--- src/rtl/barseq_pkg.sv ---
package barseq_pkg;

  localparam int TT_W = 5;

  typedef enum logic [1:0] {
    OP_DATA  = 2'b00,
    OP_FETCH = 2'b01,
    OP_SYNC  = 2'b10,
    OP_MBAR  = 2'b11
  } op_e;

  typedef enum logic [2:0] {
    ST_IDLE  = 3'd0,
    ST_DRAIN = 3'd1,
    ST_ISSUE = 3'd2,
    ST_WAIT  = 3'd3,
    ST_DONE  = 3'd4
  } st_e;

  localparam logic [TT_W-1:0] TT_SYNC  = 5'h08;
  localparam logic [TT_W-1:0] TT_ORDER = 5'h09;

endpackage

--- src/rtl/barseq_ctr.sv ---
module barseq_ctr #(
  parameter int CNT_W = 3
) (
  input  logic             clk,
  input  logic             rst_n,
  input  logic             inc,
  input  logic             dec,
  output logic [CNT_W-1:0] cnt,
  output logic             cnt_zero,
  output logic             cnt_full
);

  localparam logic [CNT_W-1:0] CNT_MAX = {CNT_W{1'b1}};

  logic [CNT_W-1:0] cnt_q, cnt_d;
  logic             cnt_en;

  // Simultaneous increment and decrement cancel out.
  always_comb begin
    cnt_en = 1'b0;
    cnt_d  = cnt_q;
    if (inc && !dec && (cnt_q != CNT_MAX)) begin
      cnt_en = 1'b1;
      cnt_d  = cnt_q + 1'b1;
    end else if (dec && !inc && (cnt_q != '0)) begin
      cnt_en = 1'b1;
      cnt_d  = cnt_q - 1'b1;
    end
  end

  always_ff @(posedge clk or negedge rst_n) begin
    if (!rst_n)      cnt_q <= '0;
    else if (cnt_en) cnt_q <= cnt_d;
  end

  assign cnt      = cnt_q;
  assign cnt_zero = (cnt_q == '0);
  assign cnt_full = (cnt_q == CNT_MAX);

endmodule

--- src/rtl/barseq_fsm.sv ---
module barseq_fsm
  import barseq_pkg::*;
(
  input  logic clk,
  input  logic rst_n,
  input  logic full_take,
  input  logic bcast_en,
  input  logic cnt_zero,
  input  logic cmd_ready,
  input  logic resp_valid,
  input  logic resp_retry,
  output st_e  st
);

  st_e st_q, st_d;

  always_comb begin
    st_d = st_q;
    unique case (st_q)
      ST_IDLE:  if (full_take) st_d = ST_DRAIN;
      ST_DRAIN: if (cnt_zero)  st_d = bcast_en ? ST_ISSUE : ST_DONE;
      ST_ISSUE: if (cmd_ready) st_d = ST_WAIT;
      ST_WAIT:  if (resp_valid) st_d = resp_retry ? ST_ISSUE : ST_DONE;
      ST_DONE:  st_d = ST_IDLE;
      default:  st_d = ST_IDLE;
    endcase
  end

  always_ff @(posedge clk or negedge rst_n) begin
    if (!rst_n) st_q <= ST_IDLE;
    else        st_q <= st_d;
  end

  assign st = st_q;

endmodule

--- src/rtl/barseq_route.sv ---
module barseq_route
  import barseq_pkg::*;
#(
  parameter int AW    = 32,
  parameter int CLS_W = 5
) (
  input  st_e             st,
  input  logic            req_valid,
  input  logic [1:0]      req_op,
  input  logic [CLS_W-1:0] req_cls,
  input  logic [TT_W-1:0] req_tt,
  input  logic [AW-1:0]   req_addr,
  input  logic            bcast_en,
  input  logic            cnt_full,
  input  logic            bus_ready,
  output logic            req_ready,
  output logic            bus_valid,
  output logic [TT_W-1:0] bus_tt,
  output logic [AW-1:0]   bus_addr,
  output logic            data_acc,
  output logic            full_take
);

  localparam logic [CLS_W-1:0] CLS_FLOW = CLS_W'(1);

  op_e  op;
  logic is_flow, is_full;

  always_comb begin
    op      = op_e'(req_op);
    is_flow = (op == OP_MBAR) && (req_cls == CLS_FLOW);
    is_full = (op == OP_SYNC) || ((op == OP_MBAR) && !is_flow);
  end

  always_comb begin
    req_ready = 1'b0;
    bus_valid = 1'b0;
    bus_tt    = '0;
    bus_addr  = '0;
    if (st == ST_IDLE) begin
      unique case (op)
        OP_DATA: begin
          bus_valid = req_valid && !cnt_full;
          bus_tt    = req_tt;
          bus_addr  = req_addr;
          req_ready = bus_ready && !cnt_full;
        end
        OP_FETCH: begin
          bus_valid = req_valid;
          bus_tt    = req_tt;
          bus_addr  = req_addr;
          req_ready = bus_ready;
        end
        default: begin
          if (is_flow && bcast_en) begin
            bus_valid = req_valid;
            bus_tt    = TT_ORDER;
            req_ready = bus_ready;
          end else begin
            req_ready = 1'b1;
          end
        end
      endcase
    end else if (st == ST_ISSUE) begin
      bus_valid = 1'b1;
      bus_tt    = TT_SYNC;
    end
  end

  assign data_acc  = bus_valid && bus_ready && (st == ST_IDLE) && (op == OP_DATA);
  assign full_take = req_valid && is_full && (st == ST_IDLE);

endmodule

--- src/rtl/barrier_seq.sv ---
module barrier_seq
  import barseq_pkg::*;
#(
  parameter int AW    = 32,
  parameter int CLS_W = 5,
  parameter int CNT_W = 3
) (
  input  logic             clk,
  input  logic             rst_n,
  input  logic             cfg_bcast_en,
  input  logic             req_valid,
  output logic             req_ready,
  input  logic [1:0]       req_op,
  input  logic [CLS_W-1:0] req_cls,
  input  logic [4:0]       req_tt,
  input  logic [AW-1:0]    req_addr,
  output logic             bus_valid,
  input  logic             bus_ready,
  output logic [4:0]       bus_tt,
  output logic [AW-1:0]    bus_addr,
  input  logic             bus_resp_valid,
  input  logic             bus_resp_retry,
  input  logic             dat_done,
  output logic             bar_done
);

  st_e              st_q;
  logic [CNT_W-1:0] cnt_q;
  logic             cnt_zero, cnt_full, data_acc, full_take;

  barseq_route #(.AW(AW), .CLS_W(CLS_W)) u_route (
    .st        (st_q),
    .req_valid (req_valid),
    .req_op    (req_op),
    .req_cls   (req_cls),
    .req_tt    (req_tt),
    .req_addr  (req_addr),
    .bcast_en  (cfg_bcast_en),
    .cnt_full  (cnt_full),
    .bus_ready (bus_ready),
    .req_ready (req_ready),
    .bus_valid (bus_valid),
    .bus_tt    (bus_tt),
    .bus_addr  (bus_addr),
    .data_acc  (data_acc),
    .full_take (full_take)
  );

  barseq_ctr #(.CNT_W(CNT_W)) u_ctr (
    .clk      (clk),
    .rst_n    (rst_n),
    .inc      (data_acc),
    .dec      (dat_done),
    .cnt      (cnt_q),
    .cnt_zero (cnt_zero),
    .cnt_full (cnt_full)
  );

  barseq_fsm u_fsm (
    .clk        (clk),
    .rst_n      (rst_n),
    .full_take  (full_take),
    .bcast_en   (cfg_bcast_en),
    .cnt_zero   (cnt_zero),
    .cmd_ready  (bus_ready),
    .resp_valid (bus_resp_valid),
    .resp_retry (bus_resp_retry),
    .st         (st_q)
  );

  assign bar_done = (st_q == ST_DONE);

endmodule

--- config.mk ---
export PLATFORM = sky130hd
export DESIGN_NAME = barrier_seq
export DESIGN_NICKNAME = d
export VERILOG_FILES = /design/src/rtl/barseq_pkg.sv /design/src/rtl/barseq_ctr.sv /design/src/rtl/barseq_fsm.sv /design/src/rtl/barseq_route.sv /design/src/rtl/barrier_seq.sv
export SDC_FILE = /design/constraint.sdc
export NUM_CORES = 1
export LEC_CHECK = 0
export BUFFER_PORTS_ARGS = -buffer_cell sky130_fd_sc_hd__clkbuf_2
export CORE_ASPECT_RATIO = 2
export CORE_UTILIZATION = 32
export DETAILED_ROUTE_END_ITERATION = 12
export GPL_ROUTABILITY_DRIVEN = 0
export GPL_TIMING_DRIVEN = 0
export HOLD_SLACK_MARGIN = 0.08
export PLACE_DENSITY_LB_ADDON = 0.12
export SYNTH_ARGS = -nofsm -noshare
export SYNTH_HDL_FRONTEND = slang
export SYNTH_SLANG_ARGS = --single-unit
--- constraint.sdc ---
create_clock -name clk -period 2.79 [get_ports clk]
set_input_delay 0.279 -clock clk [delete_from_list [all_inputs] [get_ports clk]]
set_output_delay 0.279 -clock clk [all_outputs]
set_load 0.03 [all_outputs]
==> flow_summary.toml, run 1 <==
[final_layout]
multi_input_area_um2 = 714
final_common_cell = "clkbuf_2"
finalNonFillerCells = 251
area_growth_pct = 66.1
design_area_um2 = 1510
fill_cells = 259
register_area_um2 = 151
mostFrequentLayoutCells = "clkbuf_2, and2_1, clkbuf_1, a21oi_1, dfrtp_1"
fin_util = 0.551
drive_above_1_share = 0.495
num_antenna_cells = 0
fin_nets = 277

[grt]
grt_pass1_wl_um = 5040
grt_use_total = 0.227
antenna_found_initial = 0
grt-ovfl-total = 0
grt_pass1_vias = 1255
grt_start_max_net_pins = 11

[timing]
slew_headroom = 0.454
max_clock_freq_mhz = 369
setup_viol = 0
hold_violations = 0
post-route-min-period_ps = 2710
drv_slew = 0
finClkSkew_ps = 2.94
rsz0062_at_grt = "no"
tightest_slew_ps = 798
fin_crit_sh = 0.972
whs_ps = 359

[placement]
dpl_cell_area_um2 = 1400
dp.cells = 242
portBuffers = 91
dp_hpwl_um = 2660

[pwr]
cellPowerDensity_nw_per_um2 = 934
ir_worst_vdd_v = 0.000446
leakagePower_nw = 0.794
power_mw = 1.41

[drt]
num_vias = 1292
viasPerCell = 5.15
route.detailed.drc = 0
wl_per_cell_um = 12.9
postRouteAntennaNets = 0
wirelength_um = 3240
drt_iter0_markers = 38
dr.pass1.iters = 4

[clock_network]
htreeDepth = 1
cts_buffers = 3
path_clk_slew_ps = 40
cts_max_path_buffers = 2
cts_tree = "done"
cts_sinks = 6
clkLatencyLatePin_ps = 220
cts_root_buffer = "clkbuf_8"

[worst_setup_path]
cp_max_fo = 3
crit_required_ps = 2910
worstSetupPathType = "reg2reg"
critPathCaptureType = "flip-flop"
crit_path_start_kind = "flip-flop"
arrival_ps = 2830
r2r_slack_ps = 80

[yosys]
ys_seq_elements = 6
synth.distinct_cells = 40
yosysSeqAreaShare = 0.166
syn_area_um2 = 907
synthCells = 122
ys_top_cells_by_area = "and2_1, dfrtp_1, a21oi_1"
synth-warning-count = 0
postSynth.asyncResetShare = 1.00
synth_top_area_share = 0.241
synth-edff-count = 0
synth_area_per_cell_um2 = 7.44
syn-num-nets = 175
yosysTopAreaCell = "and2_1"
synth_flop_cell = "dfrtp_1"

[hold_path]
hold_class = "in2reg"

[floorplanning]
dieArea_um2 = 3060
start_util = 0.332
die_h_um = 77.3
ioPinCount = 92
die_w_um = 39.7
num_rows = 27
core_area_um2 = 2740

[job]
drv_cap = 0

[run_status]
outcome = "finished clean"
==> sequential cells by signal, indices dropped and copies added, names as in the netlist <==
signal,count
u_ctr.cnt,3
u_fsm.st,3
==> final timing paths <==
kind                       cells past startpoint                     start                        to
max in group asynchronous                      2                     rst_n   u_fsm.st[2]$_DFFE_PN0P_
setup reg to reg                               6   u_fsm.st[1]$_DFFE_PN0P_  u_ctr.cnt[1]$_DFFE_PN0P_
min in group asynchronous                      2                     rst_n   u_fsm.st[0]$_DFFE_PN0P_
hold / removal                                 2            bus_resp_retry   u_fsm.st[2]$_DFFE_PN0P_
setup / recovery                               6   u_fsm.st[1]$_DFFE_PN0P_  u_ctr.cnt[1]$_DFFE_PN0P_
hold reg to reg                                1  u_ctr.cnt[2]$_DFFE_PN0P_  u_ctr.cnt[2]$_DFFE_PN0P_
==> logic make-up after synthesis <==
family	Yosys count	synth area share
simple gates	69	0.492
compound gates	31	0.236
buf+inv	13	0.0621
flops	6	0.166
mux	2	0.0221
fa+ha+maj	1	0.0221
==> metrics by stage <==
step,TNS (ps),setup slack (ps)
2_1_floorplan,0,125
3_3_place_gp,-90.4,-90.4
3_5_place_dp,-114,-114
4_1_cts,0,16.0
5_1_grt,0,4.74
6_report,0,77.3
==> Yosys cell counts (all sizes together), types with 3 or more instances <==
cell type / instances
a21oi: 8
a211oi: 3
inv: 4
dfrtp: 6
nor2: 3
nor3: 5
and2: 35
o21ai: 4
nor4: 3
nand2b: 4
clkbuf: 8
o31ai: 3
==> repair_timing <==
action	in CTS	in global routing
hold buffers	1	0
resized for setup	3	3
pin swaps	4	3
buffers inserted	4	1
endpoints found under the setup margin	1	1
endpoints found under the hold margin	6	0
==> worst max-delay path: stages, from the launching register on <==
cell	delay [ps]
dfrtp_1	370
or4_4	540
or4_4	540
fa_2	600
nor3_1	70
a211o_1	320
a211oi_2	180
==> report_power, final <==
part,switching (mW),internal [mW],total [mW]
Clock,0.0348,0.0924,0.127
Combinational,0.676,0.428,1.10
Sequential,0.0418,0.135,0.177
Total,0.752,0.655,1.41
==> final cells by class <==
class / count / share of cell area
multi-input cells: 103 / 0.474
clock buffers: 3 / 0.0274
plain buffers: 9 / 0.0274
repair buffers: 97 / 0.336
well taps: 29 / 0.0241
inverters: 4 / 0.00997
flip-flops and latches: 6 / 0.100
==> per-layer routing <==
| metal | wire length (um) | track usage | vias up |
|---|---|---|---|
| met3 | 210 | 0.0405 | 6 |
| li1 | - | - | 643 |
| met4 | 68 | 0.107 | 0 |
| met5 | 0 | 0 | - |
| met2 | 1890 | 0.446 | 67 |
| met1 | 1080 | 0.184 | 576 |
(Power assumes the default switching activity.)
==> run 2, diff against run 1 <==
--- a/config.mk
+++ b/config.mk
@@ -12,3 +12,3 @@
 export GPL_ROUTABILITY_DRIVEN = 0
-export GPL_TIMING_DRIVEN = 0
+export GPL_TIMING_DRIVEN = 1
 export HOLD_SLACK_MARGIN = 0.08
==> constraint.sdc (replaced) <==
create_clock -name clk -period 2.79 [get_ports clk]
set_input_delay 0.1395 -clock clk [delete_from_list [all_inputs] [get_ports clk]]
set_output_delay 0.1395 -clock clk [all_outputs]
set_load 0.03 [all_outputs]
==> run 2 against run 1 <==
Sequential share of layout area grew 0.29 points; critical path depth is the same; via count shrank 3.9%; flip-flop and latch count stayed put; combinational power is 8% lower; critical path type unchanged; largest power group unchanged; highest routed layer unchanged.
==> flow_summary.toml, run 2 (synthesis gave the netlist of run 1 again) <==
[floorplanning]
num_rows = 27
core_area_um2 = 2740
die_w_um = 39.7
dieArea_um2 = 3060
ioPinCount = 92
die_h_um = 77.3
start_util = 0.332

[final_layout]
mostFrequentLayoutCells = "clkbuf_2, and2_1, a21oi_1, dfrtp_1, buf_4"
finalNonFillerCells = 242
final_common_cell = "clkbuf_2"
fill_cells = 272
area_growth_pct = 60.1
fin_nets = 268
num_antenna_cells = 0
drive_above_1_share = 0.493

[clock_network]
cts_buffers = 3
cts_sinks = 6
cts_root_buffer = "clkbuf_8"
cts_max_path_buffers = 2
htreeDepth = 1
cts-resized-gates = 0
clkLatencyLatePin_ps = 230
path_clk_slew_ps = 40
cts_tree = "done"

[grt]
grt_pass1_vias = 1235
grt_use_total = 0.221
antenna_found_initial = 0
grt_pass1_wl_um = 4960
grt_start_max_net_pins = 39
grt-ovfl-total = 0

[run_status]
outcome = "finished clean"

[worst_setup_path]
critPathMostFrequentCell = "or4_4"
slowest_delay_ps = 580
worstSetupPathType = "reg2reg"
cp_max_fo = 5
arrival_ps = 2830
critPathBufInv = 0
critPathSlowestCell = "fa_1"
crit_path_start_kind = "flip-flop"
r2r-start = "u_fsm.st[1]$_DFFE_PN0P_"
critPathCaptureType = "flip-flop"
r2r_slack_ps = 90
crit_family = "simple AND/OR/NAND/NOR gates"
crit_required_ps = 2920
setup.worst_path.start = "u_fsm.st[1]$_DFFE_PN0P_"
cp_cell_sequence = "or4_4 -> or4_4 -> fa_1 -> nor3_1 -> a211o_1 -> a211oi_1"

[pwr]
clockPowerShare = 0.101
p_comb_frac = 0.760
leakagePower_nw = 0.780
ir_worst_vdd_v = 0.000447
power_switching_mw = 0.723
switching_share = 0.545
cellPowerDensity_nw_per_um2 = 913
p_int_mw = 0.603
seq_power_share = 0.139

[drt]
viasPerCell = 5.13
wirelength_um = 3140
num_vias = 1242
drt_iter0_markers = 19
postRouteAntennaNets = 0
dr.pass1.iters = 6
wl_per_cell_um = 13.0
route.detailed.drc = 0

[timing]
worst_slack_ps = 94.1
post-route-min-period_ps = 2700
rsz0062_at_grt = "no"
hold_violations = 0
tightest_slew_ps = 487
drv_slew = 0
slew_headroom = 0.667
setup_viol = 0
finClkSkew_ps = 0.715
finalSetupTns_ps = 0
max_clock_freq_mhz = 371
fin_crit_sh = 0.966

[hold_path]
hold_class = "in2reg"
hp-start = "bus_resp_retry"

[placement]
dp.cells = 238
pre_cts_ws_ps = 111
portBuffers = 91
dp_hpwl_um = 2650

[job]
drv_cap = 0
[run 2: final timing paths]
| path | end | cells past startpoint |
|---|---|---|
| worst min-delay path | u_fsm.st[2]$_DFFE_PN0P_ | 2 |
| max in group asynchronous | u_fsm.st[1]$_DFFE_PN0P_ | 2 |
| worst min register to register | u_ctr.cnt[2]$_DFFE_PN0P_ | 1 |
| worst max register to register | u_ctr.cnt[1]$_DFFE_PN0P_ | 6 |
| worst max-delay path | u_ctr.cnt[1]$_DFFE_PN0P_ | 6 |
| min in group asynchronous | u_fsm.st[2]$_DFFE_PN0P_ | 2 |
[run 2: repair_timing]
| item | 4_1_cts | 5_1_grt |
|---|---|---|
| hold buffers | 1 | 0 |
| buffers inserted | 0 | 0 |
| endpoints found under the hold margin | 6 | 0 |
[run 2: metal layers]
metal | vias up | share of wire | global-route usage
met5 | - | 0 | 0
met4 | 0 | 0.013 | 0.0897
met3 | 5 | 0.056 | 0.0231
met2 | 63 | 0.58 | 0.431
met1 | 550 | 0.35 | 0.200
li1 | 624 | - | -
[run 2: layout make-up]
class                           instances  area (um^2)  share of cell area
Tap cell                               29         36.3              0.0250
Multi-Input combinational cell        103          707               0.487
Inverter                                4         15.0              0.0103
Timing Repair Buffer                   97          503               0.346
Clock buffer                            3         41.3              0.0284
Sequential cell                         6          150               0.103
[run 2: per-stage QoR]
stage / hold slack (ps) / total power [mW] / util / instance area, um^2
after CTS: 162 / 1.33 / 0.531 / 1450
after global routing: 166 / 1.42 / 0.531 / 1450
after floorplan: -156 / 0.904 / - / 907
after detailed placement: -26.5 / 1.19 / 0.512 / 1400
final: 159 / 1.33 / 0.531 / 1450
after global placement: -27.0 / 1.17 / 0.512 / 1400
[run 2: power by group through the flow]
stage / Combinational (mW) / Sequential (mW) / Clock, mW
2_1_floorplan: 0.728 / 0.176 / 0
3_3_place_gp: 0.988 / 0.179 / 0
3_5_place_dp: 1.00 / 0.183 / 0
4_1_cts: 1.01 / 0.183 / 0.133
5_1_grt: 1.09 / 0.193 / 0.138
6_report: 1.01 / 0.184 / 0.134
